[src/rtl/ecc_log_pkg.sv]
package ecc_log_pkg;

  localparam int unsigned STS_W  = 16;
  localparam int unsigned LINE_W = 26;
  localparam int unsigned SYN_W  = 8;
  localparam int unsigned SRC_W  = 8;
  localparam int unsigned DATA_W = 32;
  localparam int unsigned NPATH  = 3;

  localparam int unsigned B_CE    = 0;
  localparam int unsigned B_UE    = 1;
  localparam int unsigned B_REFTO = 8;
  localparam int unsigned B_LOCK  = 9;
  localparam int unsigned B_THERM = 11;

  localparam logic [STS_W-1:0] ECC_MASK = 16'h0003;
  localparam logic [STS_W-1:0] ALL_MASK = 16'h0B03;

  typedef enum logic [2:0] {
    SEL_STATUS  = 3'd0,
    SEL_SERR_EN = 3'd1,
    SEL_SMI_EN  = 3'd2,
    SEL_SCI_EN  = 3'd3,
    SEL_ADDR    = 3'd4,
    SEL_EXT     = 3'd5,
    SEL_SYN     = 3'd6,
    SEL_SRC     = 3'd7
  } reg_sel_e;

  typedef struct packed {
    logic [LINE_W-1:0] line;
    logic              chan;
    logic [SYN_W-1:0]  syn;
    logic [SRC_W-1:0]  src;
  } err_info_t;

  // Address register image: line bits 24:0 at 31:7, channel at bit 0.
  function automatic logic [DATA_W-1:0] addr_image(input logic [LINE_W-1:0] line,
                                                   input logic chan);
    return {line[LINE_W-2:0], 6'b000000, chan};
  endfunction

  // Extension register image: physical bit 32 in bit 0.
  function automatic logic [7:0] ext_image(input logic [LINE_W-1:0] line);
    return {7'b0000000, line[LINE_W-1]};
  endfunction

  // Enable mask implemented by each report path.
  function automatic logic [STS_W-1:0] path_mask(input int unsigned idx);
    return (idx == 0) ? ALL_MASK : ECC_MASK;
  endfunction

endpackage

[src/rtl/ecc_log_status.sv]
module ecc_log_status
  import ecc_log_pkg::*;
(
  input  logic             clk,
  input  logic             rst_n,
  input  logic [STS_W-1:0] set_vec,
  input  logic [STS_W-1:0] clr_vec,
  output logic [STS_W-1:0] sts_q,
  output logic [STS_W-1:0] rise_vec
);

  logic [STS_W-1:0] set_m;
  logic [STS_W-1:0] clr_m;

  assign set_m    = set_vec & ALL_MASK;
  assign clr_m    = clr_vec & ALL_MASK;
  assign rise_vec = set_m & ~sts_q;

  always_ff @(posedge clk or negedge rst_n) begin
    if (!rst_n) sts_q <= '0;
    else        sts_q <= (sts_q & ~clr_m) | set_m;
  end

  // a set in the same cycle as a clear leaves the bit set
  a_r3_set_beats_clear: assert property (@(posedge clk) disable iff (!rst_n)
    (|set_m) |=> ((sts_q & $past(set_m)) == $past(set_m)));

  // a clearing write with no competing set empties the written bits
  a_r2_clear_takes: assert property (@(posedge clk) disable iff (!rst_n)
    ((|clr_m) && (set_m == '0)) |=> ((sts_q & $past(clr_m)) == '0));

  // reserved status bits stay at zero
  a_r1_reserved_zero: assert property (@(posedge clk) disable iff (!rst_n)
    (sts_q & ~ALL_MASK) == '0);

endmodule

[src/rtl/ecc_log_capture.sv]
module ecc_log_capture
  import ecc_log_pkg::*;
(
  input  logic              clk,
  input  logic              rst_n,
  input  logic              ce_hit,
  input  logic              ue_hit,
  input  err_info_t         info,
  input  logic [1:0]        ecc_sts,
  output logic [DATA_W-1:0] addr_q,
  output logic [7:0]        ext_q,
  output logic [SYN_W-1:0]  syn_q,
  output logic [SRC_W-1:0]  src_q,
  output logic              take
);

  logic take_ue;
  logic take_ce;

  assign take_ue = ue_hit && !ecc_sts[1];
  assign take_ce = ce_hit && !ue_hit && (ecc_sts == 2'b00);
  assign take    = take_ue || take_ce;

  always_ff @(posedge clk or negedge rst_n) begin
    if (!rst_n) begin
      addr_q <= '0;
      ext_q  <= '0;
      syn_q  <= '0;
      src_q  <= '0;
    end else if (take) begin
      addr_q <= addr_image(info.line, info.chan);
      ext_q  <= ext_image(info.line);
      syn_q  <= info.syn;
      src_q  <= info.src;
    end
  end

  // a correctable error over a pending ECC error keeps the log
  a_r5_ce_keeps_log: assert property (@(posedge clk) disable iff (!rst_n)
    (ce_hit && !ue_hit && (ecc_sts != 2'b00)) |=> ($stable(addr_q) && $stable(syn_q) && $stable(src_q)));

  // an uncorrectable error with no pending one is logged
  a_r6_ue_logged: assert property (@(posedge clk) disable iff (!rst_n)
    (ue_hit && !ecc_sts[1]) |=> (syn_q == $past(info.syn) && src_q == $past(info.src)));

  // a second uncorrectable error keeps the first
  a_r7_ue_keeps_log: assert property (@(posedge clk) disable iff (!rst_n)
    (ue_hit && ecc_sts[1]) |=> ($stable(addr_q) && $stable(ext_q) && $stable(syn_q)));

endmodule

[src/rtl/ecc_log_report.sv]
module ecc_log_report
  import ecc_log_pkg::*;
#(
  parameter logic [STS_W-1:0] MASK = ECC_MASK,
  parameter logic [2:0]       SEL  = 3'd1
) (
  input  logic             clk,
  input  logic             rst_n,
  input  logic             wr,
  input  logic [2:0]       sel,
  input  logic [STS_W-1:0] wdata,
  input  logic [STS_W-1:0] rise_vec,
  output logic [STS_W-1:0] en_q,
  output logic             pulse_q
);

  logic hit;

  assign hit = |(rise_vec & en_q);

  always_ff @(posedge clk or negedge rst_n) begin
    if (!rst_n) begin
      en_q    <= '0;
      pulse_q <= 1'b0;
    end else begin
      if (wr && sel == SEL) en_q <= wdata & MASK;
      pulse_q <= hit;
    end
  end

  // with no new status edge the path stays quiet next cycle
  a_r10_no_edge_no_pulse: assert property (@(posedge clk) disable iff (!rst_n)
    (rise_vec == '0) |=> !pulse_q);

  // unimplemented enable bits never hold a one
  a_r8_enable_mask: assert property (@(posedge clk) disable iff (!rst_n)
    (en_q & ~MASK) == '0);

endmodule

[src/rtl/ecc_err_log.sv]
module ecc_err_log
  import ecc_log_pkg::*;
(
  input  logic              clk,
  input  logic              rst_n,
  input  logic              ce_evt,
  input  logic              ue_evt,
  input  logic [25:0]       evt_line,
  input  logic              evt_chan,
  input  logic [7:0]        evt_syn,
  input  logic [7:0]        evt_src,
  input  logic              refresh_timeout,
  input  logic              lock_err,
  input  logic              thermal_evt,
  input  logic [2:0]        reg_sel,
  input  logic              reg_wr,
  input  logic [15:0]       reg_wdata,
  output logic [31:0]       reg_rdata,
  output logic              serr_pulse,
  output logic              smi_pulse,
  output logic              sci_pulse
);

  logic [STS_W-1:0] set_vec;
  logic [STS_W-1:0] clr_vec;
  logic [STS_W-1:0] sts_q;
  logic [STS_W-1:0] rise_vec;
  err_info_t        info;
  logic [DATA_W-1:0] addr_q;
  logic [7:0]        ext_q;
  logic [SYN_W-1:0]  syn_q;
  logic [SRC_W-1:0]  src_q;
  logic              log_take;
  logic [STS_W-1:0]  en_q  [NPATH];
  logic [NPATH-1:0]  pulse;

  always_comb begin
    set_vec          = '0;
    set_vec[B_CE]    = ce_evt;
    set_vec[B_UE]    = ue_evt;
    set_vec[B_REFTO] = refresh_timeout;
    set_vec[B_LOCK]  = lock_err;
    set_vec[B_THERM] = thermal_evt;
  end

  assign clr_vec = (reg_wr && reg_sel == SEL_STATUS) ? reg_wdata : '0;
  assign info    = '{line: evt_line, chan: evt_chan, syn: evt_syn, src: evt_src};

  ecc_log_status u_status (
    .clk      (clk),
    .rst_n    (rst_n),
    .set_vec  (set_vec),
    .clr_vec  (clr_vec),
    .sts_q    (sts_q),
    .rise_vec (rise_vec)
  );

  ecc_log_capture u_capture (
    .clk     (clk),
    .rst_n   (rst_n),
    .ce_hit  (ce_evt),
    .ue_hit  (ue_evt),
    .info    (info),
    .ecc_sts (sts_q[1:0]),
    .addr_q  (addr_q),
    .ext_q   (ext_q),
    .syn_q   (syn_q),
    .src_q   (src_q),
    .take    (log_take)
  );

  for (genvar p = 0; p < NPATH; p++) begin : g_path
    ecc_log_report #(
      .MASK (path_mask(p)),
      .SEL  (3'(int'(SEL_SERR_EN) + p))
    ) u_report (
      .clk      (clk),
      .rst_n    (rst_n),
      .wr       (reg_wr),
      .sel      (reg_sel),
      .wdata    (reg_wdata),
      .rise_vec (rise_vec),
      .en_q     (en_q[p]),
      .pulse_q  (pulse[p])
    );
  end

  assign serr_pulse = pulse[0];
  assign smi_pulse  = pulse[1];
  assign sci_pulse  = pulse[2];

  always_comb begin
    unique case (reg_sel_e'(reg_sel))
      SEL_STATUS:  reg_rdata = {16'h0, sts_q};
      SEL_SERR_EN: reg_rdata = {16'h0, en_q[0]};
      SEL_SMI_EN:  reg_rdata = {16'h0, en_q[1]};
      SEL_SCI_EN:  reg_rdata = {16'h0, en_q[2]};
      SEL_ADDR:    reg_rdata = addr_q;
      SEL_EXT:     reg_rdata = {24'h0, ext_q};
      SEL_SYN:     reg_rdata = {24'h0, syn_q};
      default:     reg_rdata = {24'h0, src_q};
    endcase
  end

  // a pulse on any path follows a fresh status bit
  a_r9_pulse_has_cause: assert property (@(posedge clk) disable iff (!rst_n)
    (|pulse) |-> ((sts_q & ALL_MASK) != '0));

  // a capture never happens while an uncorrectable error is pending
  a_r4_capture_gate: assert property (@(posedge clk) disable iff (!rst_n)
    log_take |-> !sts_q[1]);

  // a pulse never lasts two cycles unless a new edge occurred
  a_r9_single_cycle: assert property (@(posedge clk) disable iff (!rst_n)
    (serr_pulse && rise_vec == '0) |=> !serr_pulse);

endmodule

[config.mk]
export PLATFORM = sky130hd
export DESIGN_NAME = ecc_err_log
export DESIGN_NICKNAME = d
export VERILOG_FILES = /design/src/rtl/ecc_log_pkg.sv /design/src/rtl/ecc_log_status.sv /design/src/rtl/ecc_log_capture.sv /design/src/rtl/ecc_log_report.sv /design/src/rtl/ecc_err_log.sv
export SDC_FILE = /design/constraint.sdc
export NUM_CORES = 1
export LEC_CHECK = 0
export BUFFER_PORTS_ARGS = -buffer_cell sky130_fd_sc_hd__buf_2
export CORE_ASPECT_RATIO = 0.9
export CORE_UTILIZATION = 30
export DETAILED_ROUTE_END_ITERATION = 16
export MAX_ROUTING_LAYER = met4
export PLACE_DENSITY = 0.55
export SLEW_MARGIN = 20
export SYNTH_ARGS = -nofsm -noshare
export SYNTH_HDL_FRONTEND = slang
export SYNTH_HIERARCHICAL = 1
export SYNTH_SLANG_ARGS = --single-unit
export TNS_END_PERCENT = 10
[constraint.sdc]
create_clock -name clk -period 4 [get_ports clk]
set_input_delay 0.2 -clock clk [delete_from_list [all_inputs] [get_ports clk]]
set_output_delay 0.2 -clock clk [all_outputs]
set_load 0.02 [all_outputs]
---- After elaboration in Yosys (flattened, before gate mapping) ----
Cells that the tools add are included.
cells by class
  multiplexer cells ....................... 2
  reductions and logical operators ........ 15
  equal/unequal tests ..................... 6
  bitwise operators ....................... 8
operator list
  cell                                            count
  one-hot mux 32 bit (7 select lines)             1
  OR reduction 16 bit                             3
  bitwise AND 16 x 2 -> 16 bit                    2
  bitwise AND 12 x 16 -> 16 bit                   1
  bitwise AND 16 x 12 -> 16 bit                   1
  bitwise AND 16 bit                              1
  inverter 12 -> 16 bit                           1
  inverter 16 bit                                 1
  bitwise OR 16 x 12 -> 16 bit                    1
  two-way mux 12 bit                              1
  == test 3 bit (second input constant)           3
  logical AND 1 bit                               7
  == test 3 x 2 -> 1 bit (second input constant)  2
  == test 3 x 1 -> 1 bit (second input constant)  1
  logical NOT 3 bit                               1
  logical NOT 1 bit                               2
  logical NOT 2 bit                               1
  logical OR 1 bit                                1
word-level totals
  logic and storage cells ................. 42
  register bits ........................... 71
  output and inout bits ................... 35
  input bits .............................. 70

---- Logic depth before layout (Yosys ltp) ----
Gate-level depths: netlist of run 1.
  word-level depth ........................ 6
  gate-level depth with buffers ........... 6

---- Cells and area by module ----
Netlist of run 1, hierarchy kept.
by module, submodules not included
  module                               sequential area each (sq um)  times used  cells each  area each (sq um)
  ecc_log_capture                      1076.0                        1           107         1740.4
  ecc_err_log                          0.0                           1           152         1106.1
  ecc_log_status                       125.1                         1           43          381.6
  ecc_log_report (g_path[0].u_report)  150.1                         1           27          330.3
  ecc_log_report (g_path[2].u_report)  75.1                          1           22          246.5
  ecc_log_report (g_path[1].u_report)  75.1                          1           22          227.7

---- Worst setup path before layout of run 1 ----
Ideal clock, no wire load.
  kind .................................... register -> register
  start ................................... register u_status.sts_q[0]
  end ..................................... register u_capture.addr_q[0]
  setup time .............................. 125 ps
  clock period less this slack ............ 1419 ps
  setup slack ............................. 2581 ps
  data required time ...................... 3875 ps
  cell stages (with the launch flop) ...... 5
  arrival ................................. 1295 ps
  path through ............................ dfrtp_1 nand2b_4 a21oi_4 buf_6 mux2_2
between the ends
  longest elaborated chain between the ends .. 3
ends and longest elaborated chain
  what                    line                   text
  start, declared         ecc_log_status.sv:8    output logic [STS_W-1:0] sts_q,
  start signal, assigned  ecc_log_status.sv:21   else sts_q <= (sts_q & ~clr_m) | set_m;
  logical NOT 2 bit       ecc_log_capture.sv:21  assign take_ce = ce_hit && !ue_hit && (ecc_sts == 2'b00);
  logical AND 1 bit       ecc_log_capture.sv:21
  logical OR 1 bit        ecc_log_capture.sv:22  assign take = take_ue || take_ce;
  end signal, assigned    ecc_log_capture.sv:31  addr_q <= addr_image(info.line, info.chan);
  end, declared           ecc_log_capture.sv:10  output logic [DATA_W-1:0] addr_q,
Every way passes these cells.
A chain may end at the register's enable or synchronous reset.

---- Worst setup path after layout of run 1 ----
  start ................................... input port reg_sel[1]
  end ..................................... output port reg_rdata[9]
between the ends
  longest elaborated chain between the ends .. 2
  elaborated cells between the ends (all ways) .. 8
ends and longest elaborated chain
  what                                   line               text
  start, declared                        ecc_err_log.sv:15  input logic [2:0] reg_sel,
  == test 3 bit (tied with other cells)  ecc_err_log.sv:93  unique case (reg_sel_e'(reg_sel))
  one-hot mux 32 bit (7 select lines) *  ecc_err_log.sv:93
  end, declared                          ecc_err_log.sv:18  output logic [31:0] reg_rdata,
Mark *: on every way between the ends. The rest lies on a longest branch, timed or not.

==> results of run 1 <==
[metal layers]
layer / part of all wire / GRT usage / vias to the layer above
met5: 0 / - / -
met4: 0.021 / 0.0617 / 0
met3: 0.051 / 0.0379 / 13
met2: 0.47 / 0.220 / 66
met1: 0.46 / 0.170 / 1250
li1: - / - / 1286
[registers in the layout (all words and copies together), names as in the netlist]
name	cells
u_capture/ext_q	1
u_status/sts_q	5
g_path.u_report/pulse_q	3
u_capture/addr_q	26
g_path.u_report/en_q	9
u_capture/syn_q	8
u_capture/src_q	8
[final timing paths]
path,startpoint,to,slack (ps),cells after the start
setup reg to reg,u_status/sts_q[0]$_DFF_PN0_,u_capture/addr_q[26]$_DFFE_PN0P_,2250,4
min in group asynchronous,rst_n,g_path[0].u_report/pulse_q$_DFF_PN0_,480,2
hold reg to reg,u_capture/addr_q[28]$_DFFE_PN0P_,u_capture/addr_q[28]$_DFFE_PN0P_,500,1
hold / removal,refresh_timeout,u_status/sts_q[8]$_DFF_PN0_,70,2
max in group asynchronous,rst_n,u_capture/addr_q[21]$_DFFE_PN0P_,2630,3
setup / recovery,reg_sel[1],reg_rdata[9],1600,6
[placed cells by master, fill, tap and decap left out, drive strengths merged, types with 2 or more instances in the layout]
cell type / count
inv: 15
nor2b: 8
a22oi: 7
conb: 63
nand2: 18
and3: 16
clkbuf: 11
o22a: 6
and4bb: 2
clkinv: 3
a22o: 2
a31oi: 6
mux4: 9
a21o: 5
buf: 96
bufinv: 2
nor2: 5
a21oi: 10
and2: 7
o21ai: 10
a221oi: 12
dfrtp: 60
mux2: 54
nand2b: 2
[cell type report]
| type | count | area (sq um) |
|---|---|---|
| clock inverters | 5 | 75.1 |
| well taps | 164 | 205 |
| inverters | 15 | 56.3 |
| repair buffers | 97 | 498 |
| clock buffers | 11 | 243 |
| multi-input cells | 250 | 1920 |
| fillers | 1237 | 8140 |
| flip-flops and latches | 60 | 1500 |
[stage by stage]
step,total power [mW],instances,cell area [sq um],util
floorplan,1.14,408,4100,-
global placement,1.20,585,4170,0.330
detailed placement,1.22,585,4170,0.330
CTS,2.07,602,4500,0.356
global route,2.15,602,4500,0.356
finish,2.03,602,4500,0.356
[report_power, final]
part | internal (mW) | switching (mW) | leakage [nW] | total [mW]
Clock | 0.558 | 0.270 | 0.159 | 0.828
Sequential | 0.750 | 0.0778 | 0.703 | 0.828
Combinational | 0.202 | 0.174 | 1.26 | 0.377
Total | 1.51 | 0.522 | 2.12 | 2.03
==> metrics.md, run 1 <==
| Metric | Value |
|---|---|
| Crit Path Class | input port to primary output |
| Crit path max fanout | 35 |
| Synth Warn # | 6 |
| Max-Cap Viols | 0 |
| Clock skew | 4.27 ps |
| Setup-failing EPs final | 0 |
| Least-Margin Pin Slew | 881 ps |
| DR WL/cell | 13.9 microns |
| Vias in the first global route | 2700 |
| Detail Route Antenna Nets | 0 |
| # DRC | 0 |
| RSZ-0062 raised after global routing | no |
| CTS tree | done |
| Final wirelength | 8360 microns |
| Initial antenna violation count | 0 |
| Critical-path cell list | buf_2 > nor2_2 > and2_1 > nand2_1 > o21ai_0 > buf_2 |
| Die area | 13400 sq um |
| Die W | 122 microns |
| CP max stage cell | nor2_2 |
| Final min period | 2400 ps |
| CTS max path bufs | 2 |
| First-pass iteration count of the detailed router | 4 |
| Final GP Congestion | 0.721 |
| Mapped Area | 3880 sq um |
| Fin crit share | 0.601 |
| Diode count | 0 |
| Final Max Tran Viols | 0 |
| Pre-CTS WS | 1540 ps |
| WP data arrival | 2200 ps |
| DP HPWL | 5890 microns |
| Layout Nets | 503 |
| Worst setup SP type | input port |
| Top Ports | 105 |
| Clock latency on the worst-skew pair | 330 ps |
| Starting Density | 0.307 |
| Largest net degree at the start of global routing | 51 |
| Core Rows | 39 |
| Worst Path Required | 3800 ps |
| Total core area | 12600 sq um |
| Fin. Hold Viols | 0 |
| Crit path buf inv count | 2 |
| Post-CTS setup buffer count | 0 |
| Delay-heaviest family, CP | simple AND/OR/NAND/NOR gates |
| Layout cells sized above 1 | 0.420 |
| Power Density | 452 nW/um^2 |
| CP peak stage delay | 790 ps |
| Peak supply drop | 0.340 mV |
| CP Capture Type | primary output |
| Avg Vias per Cell | 4.34 |
| H-tree levels | 3 |
| Syn avg cell area | 11.1 sq um |
| Hold WC Path Type | input port to flip-flop |
| First-pass GRT wire length | 13600 microns |
| Setup TNS | 0 ps |
| Hold buffer count at CTS | 1 |
| Most frequent cell on the critical path | buf_2 |
| Root buffer cell | clkbuf_16 |
| Relative slew slack | 0.413 |
| Fin Hold WS | 67.1 ps |
| Remaining global-route overflow | 0 |
| Post-Synthesis Cells | 350 |
| Leak pwr | 2.12 nW |
| Detailed Route Iter0 Violations | 56 |
| IO Port Bufs | 93 |
| CTS sink cnt | 60 |
| Status | completed |
| Fmax | 416 MHz |
| Area Overhead vs Synth | 16.0% |
| CTS resizes | 0 |
| Num CTS Buffers | 9 |
| Clk slew on worst S/H paths | 50 ps |
| Total number of vias | 2615 |
| Chip Height | 110 microns |
| Setup slack after layout | 1600 ps |
| Global Route Usage Sum | 0.141 |
Power figures use the tool's default switching activity.
==> run 2, diff against run 1 <==
PLACE_DENSITY = 0.57   (was 0.55)
clock period = 2.2 ns   (was 4 ns; I/O delays follow)
==> run 2 against run 1 <==
Compared with the run above:
- clock-buffer cell count grew 1
- critical path depth is the same
- via count grew 5.1%
- sequential share of layout area shrank 1.5 points
- design area grew 4.7%
- critical path type unchanged
==> metrics.md, run 2 (synthesized netlist as in run 1, its figures left out) <==
| Metric | Value |
|---|---|
| Status | completed |
| Detail Route Antenna Nets | 0 (unchanged) |
| Clock skew | 4.05 ps (-0.224 ps) |
| Peak supply drop | 0.484 mV (+42%) |
| Relative slew slack | 0.614 (+0.201) |
| Clock latency on the worst-skew pair | 330 ps (about the same) |
| RSZ-0062 raised after global routing | no |
| Layout cells sized above 1 | 0.411 (-0.00884) |
| Total number of vias | 2748 (+5.1%) |
| Remaining global-route overflow | 0 (unchanged) |
| # DRC | 0 (unchanged) |
| Hold WC Path Type | input port to flip-flop |
| Fmax | 578 MHz |
| Max reg flops | 26 (unchanged) |
| CTS max path bufs | 2 (unchanged) |
| Least-Margin Pin Slew | 580 ps (-301 ps) |
| Top Ports | 105 (unchanged) |
| Final GP Congestion | 0.757 (+5.0%) |
| Total core area | 12600 sq um (unchanged) |
| Initial antenna violation count | 0 (unchanged) |
| Setup-failing EPs final | 0 (unchanged) |
| Worst setup SP type | input port |
| Die area | 13400 sq um (unchanged) |
| WP data arrival | 1620 ps (-580 ps) |
| Detailed Route Iter0 Violations | 86 (+54%) |
| Fin crit share | 0.787 |
| Core Rows | 39 (unchanged) |
| DR WL/cell | 13.6 microns (-2.0%) |
| Final wirelength | 8520 microns (+1.9%) |
| Post-CTS setup buffer count | 0 (unchanged) |
| Max-Cap Viols | 0 (unchanged) |
| Global Route Usage Sum | 0.145 (+0.00397) |
| Crit Path Class | input port to primary output |
| CP Capture Type | primary output |
| Layout Nets | 527 (+4.8%) |
| Diode count | 0 (unchanged) |
| Top reg by flops | u_capture/addr_q |
| Largest net degree at the start of global routing | 33 (-35%) |
| Area Overhead vs Synth | 21.4% |
| Power Density | 774 nW/um^2 (+71%) |
| Hold buffer count at CTS | 19 (+18) |
| First-pass iteration count of the detailed router | 4 (unchanged) |
| Worst Path Required | 2090 ps (-1710 ps) |
| DP HPWL | 6250 microns (+6.2%) |
| CTS sink cnt | 60 (unchanged) |
| Setup TNS | 0 ps (unchanged) |
| Most frequent cells in the layout | 93 x buf_2, 63 x conb_1, 60 x dfrtp_1, 50 x mux2_2, 19 x dlygate4sd3_1 |
| Placed cell count | 591 (+1.0%) |
| Top flop regs | u_capture/addr_q: 26 flops, g_path.u_report/en_q: 9 flops |
| Leak pwr | 2.21 nW (+4.4%) |
| CTS tree | done |
| Vias in the first global route | 2778 (+2.9%) |
| First-pass GRT wire length | 14100 microns (+3.6%) |
| Crit path max fanout | 25 (-29%) |
| IO Port Bufs | 93 (unchanged) |
| Placed Area | 4210 sq um (+1.1%) |
| R2R Setup Slk | 590 ps (-1660 ps) |
| Most common cell after layout, fill and taps aside | buf_2 |
| Design Area, Final | 4710 sq um (+4.7%) |
| Chip Height | 110 microns (unchanged) |
| Avg Vias per Cell | 4.39 (+1.1%) |
| Die W | 122 microns (unchanged) |
| H-tree levels | 3 (unchanged) |
| Final cell count without fillers | 626 (+4.0%) |
| Final min period | 1730 ps |
| CTS resizes | 0 (unchanged) |
| Clk slew on worst S/H paths | 50 ps (about the same) |
| Final Max Tran Viols | 0 (unchanged) |
| Starting Density | 0.307 (unchanged) |
| Root buffer cell | clkbuf_16 |
| Num CTS Buffers | 9 (unchanged) |
| Fin. Hold Viols | 0 (unchanged) |
run 2: final timing paths:
kind | cells past startpoint | startpoint | end
max in group asynchronous | 3 | rst_n | u_capture/addr_q[31]$_DFFE_PN0P_
hold reg to reg | 1 | u_capture/addr_q[24]$_DFFE_PN0P_ | u_capture/addr_q[24]$_DFFE_PN0P_
setup reg to reg | 4 | u_status/sts_q[0]$_DFF_PN0_ | u_capture/addr_q[22]$_DFFE_PN0P_
hold / removal | 2 | evt_line[6] | u_capture/addr_q[13]$_DFFE_PN0P_
min in group asynchronous | 2 | rst_n | g_path[0].u_report/pulse_q$_DFF_PN0_
setup / recovery | 6 | reg_sel[0] | reg_rdata[0]
run 2: stage by stage:
stage | hold slack (ps) | setup WS [ps] | utilization | total power, mW
after floorplan | -186 | 781 | - | 2.07
after global placement | 61.1 | 472 | 0.333 | 2.19
after detailed placement | 63.5 | 441 | 0.333 | 2.22
after CTS | 1.33 | 450 | 0.373 | 3.71
after global routing | 5.42 | 295 | 0.373 | 3.87
final | 14.3 | 469 | 0.373 | 3.64
run 2: final cells by class:
cell class              count  area (sq um)
fillers                  1295          7930
multi-input cells         250          1920
flip-flops and latches     60          1500
repair buffers            121           723
clock buffers              12           256
well taps                 164           205
inverters                  15          56.3
clock inverters             4          47.5
run 2: critical path, stage by stage:
cell      delay (ps)
buf_2            460
nor2b_2          360
a221oi_1         130
a31oi_1          220
o22a_1           170
buf_2            160
run 2: metal layers:
metal	global-route usage	share of wire	wire length, microns	vias to the layer above
li1	-	-	-	1333
met1	0.171	0.44	3760	1340
met2	0.232	0.49	4180	65
met3	0.0415	0.051	435	10
met4	0.0582	0.016	138	0
met5	-	0	0	-
run 2: power by group:
group          switching, mW  internal (mW)
combinational          0.323          0.395
clock                  0.486          0.933
sequential             0.142           1.36
==> run 3, diff against run 2 <==
PLACE_DENSITY = 0.55   (was 0.57)
clock period = 1.75 ns   (was 2.2 ns; I/O delays follow)
==> run 3 against run 2 <==
Compared with the run above:
- combinational power is 36% higher
- via count is 5.0% higher
- non-clock buffer count rose by 34
- sequential power increased by 26%
- cell count rose by 5.3%
- first-iteration DRC count down 24%
- sequential cell count unchanged
- routed wire length up 5.3%
- die area is the same
- critical endpoint is now reg_rdata[9]
==> metrics.md, run 3 (synthesized netlist as in run 1, its figures left out) <==
| Metric | Value |
|---|---|
| Status | completed |
| Die W | 122 microns (unchanged) |
| Most frequent cells in the layout | 93 x buf_2, 63 x conb_1, 60 x dfrtp_1, 51 x dlygate4sd3_1, 50 x mux2_2 |
| Final Max Tran Viols | 0 (unchanged) |
| Hold WC Path Type | input port to flip-flop |
| Vias in the first global route | 2983 (+7.4%) |
| Final min period | 1610 ps |
| Worst setup SP type | flip-flop |
| Remaining global-route overflow | 0 (unchanged) |
| Critical-path cell list | mux4_2 > inv_1 > o21ai_0 > buf_2 |
| Power Density | 908 nW/um^2 (+17%) |
| Crit Path Class | flip-flop to primary output |
| CP Capture Type | primary output |
| Relative slew slack | 0.644 (+0.0308) |
| Num CTS Buffers | 9 (unchanged) |
| Final wirelength | 8980 microns (+5.3%) |
| Least-Margin Pin Slew | 533 ps (-46.2 ps) |
| CTS sink cnt | 60 (unchanged) |
| H-tree levels | 3 (unchanged) |
| Max-Cap Viols | 0 (unchanged) |
| Clock skew | 5.58 ps (+1.53 ps) |
| CP peak stage delay | 470 ps (about the same) |
| Root buffer cell | clkbuf_16 |
| Largest net degree at the start of global routing | 61 (+85%) |
| CTS resizes | 0 (unchanged) |
| RSZ-0062 raised after global routing | no |
| R2R Setup Slk | 240 ps (-350 ps) |
| Max reg flops | 26 (unchanged) |
| Fmax | 623 MHz |
| First-pass GRT wire length | 14400 microns (+2.7%) |
| DP HPWL | 6080 microns (-2.8%) |
| Setup TNS | 0 ps (unchanged) |
| Initial antenna violation count | 0 (unchanged) |
| Detail Route Antenna Nets | 0 (unchanged) |
| Diode count | 0 (unchanged) |
| Setup-failing EPs final | 0 (unchanged) |
| Core Rows | 39 (unchanged) |
| Area Overhead vs Synth | 30.9% |
| Leak pwr | 2.36 nW (+6.8%) |
| Worst Path Required | 1660 ps (-430 ps) |
| Most common cell after layout, fill and taps aside | buf_2 |
| CP max stage cell | mux4_2 |
| Peak supply drop | 0.648 mV (+34%) |
| Chip Height | 110 microns (unchanged) |
| CTS max path bufs | 2 (unchanged) |
| Total core area | 12600 sq um (unchanged) |
| Layout cells sized above 1 | 0.382 (-0.0294) |
| Final GP Congestion | 0.773 (+2.1%) |
| Clk slew on worst S/H paths | 50 ps (about the same) |
| WP data arrival | 1520 ps (-100 ps) |
| Detailed Route Iter0 Violations | 65 (-24%) |
| Total number of vias | 2885 (+5.0%) |
| IO Port Bufs | 93 (unchanged) |
| Clock latency on the worst-skew pair | 330 ps (about the same) |
| DR WL/cell | 13.6 microns (about the same) |
| Fin crit share | 0.918 |
| Die area | 13400 sq um (unchanged) |
| Fin Hold WS | 14.4 ps (+0.0795 ps) |
| Fin. Hold Viols | 0 (unchanged) |
| # DRC | 0 (unchanged) |
| Avg Vias per Cell | 4.38 (-0.27%) |
| Starting Density | 0.307 (unchanged) |
| Top reg by flops | u_capture/addr_q |
| Top flop regs | u_capture/addr_q: 26 flops, g_path.u_report/en_q: 9 flops |
| Crit path max fanout | 3 (-88%) |
| CTS tree | done |
| First-pass iteration count of the detailed router | 4 (unchanged) |
| Global Route Usage Sum | 0.149 (+0.00377) |
| Top Ports | 105 (unchanged) |
| Layout Nets | 561 (+6.5%) |
[run 3: changes by cell type in the layout (fill, tap and decap cells not counted)]
cell and delta:
buf_4 -2, clkinvlp_4 -1, clkbuf_8 -1, clkinv_2 -1, buf_12 +4, dlygate4sd3_1 +32
clkbuf_1 +2
[run 3: repair_timing]
action	in CTS	in global routing
hold buffers	51	0
endpoints found under the hold margin	110	0
endpoints found under the setup margin	0	0
setup buffers	0	0
[run 3: worst max-delay path, delay by kind of cell, from the launching register on]
family	cells	cell delay, ps
flip-flops	1	400
AO/OA/AOI/OAI	1	80
multiplexers	1	470
buffers and inverters	2	230
[run 3: per-stage QoR]
step                 util  instance area (sq um)  worst slack [ps]  power, mW  std cells
detailed placement  0.339                   4280               172       2.81        593
CTS                 0.402                   5070               117       4.68        659
global placement    0.339                   4280               175       2.77        593
global route        0.402                   5070              38.8       4.87        659
finish              0.402                   5070               144       4.61        659
floorplan               -                   4100               331       2.60        408
[run 3: path summary, 6_finish.rpt]
path	startpoint	end	cells past startpoint
min reg2reg	u_capture/addr_q[25]$_DFFE_PN0P_	u_capture/addr_q[25]$_DFFE_PN0P_	1
max in group asynchronous	rst_n	u_capture/addr_q[24]$_DFFE_PN0P_	3
min in group asynchronous	rst_n	g_path[2].u_report/pulse_q$_DFF_PN0_	3
min	reg_wdata[9]	g_path[0].u_report/en_q[9]$_DFFE_PN0P_	2
max	u_status/sts_q[9]$_DFF_PN0_	reg_rdata[9]	4
max reg2reg	u_status/sts_q[0]$_DFF_PN0_	u_capture/syn_q[1]$_DFFE_PN0P_	4
[run 3: cell type report]
class	count	area, sq um
fillers	1224	7560
multi-input cells	250	1920
flip-flops and latches	60	1500
repair buffers	155	1110
clock buffers	13	250
well taps	164	205
inverters	15	56.3
clock inverters	2	35.0
[run 3: metal layers]
metal  GRT usage  vias to the layer above  routed length [microns]  part of all wire
li1            -                     1396                        -                 -
met1       0.172                     1405                     4050              0.45
met2       0.249                       75                     4370              0.49
met3      0.0379                        9                      413             0.046
met4      0.0520                        0                      138             0.015
met5           -                        -                        0                 0
[run 3: report_power, final]
part	leakage, nW	internal, mW	switching (mW)
Sequential	0.703	1.72	0.186
Clock	0.140	1.13	0.602
Combinational	1.52	0.554	0.423
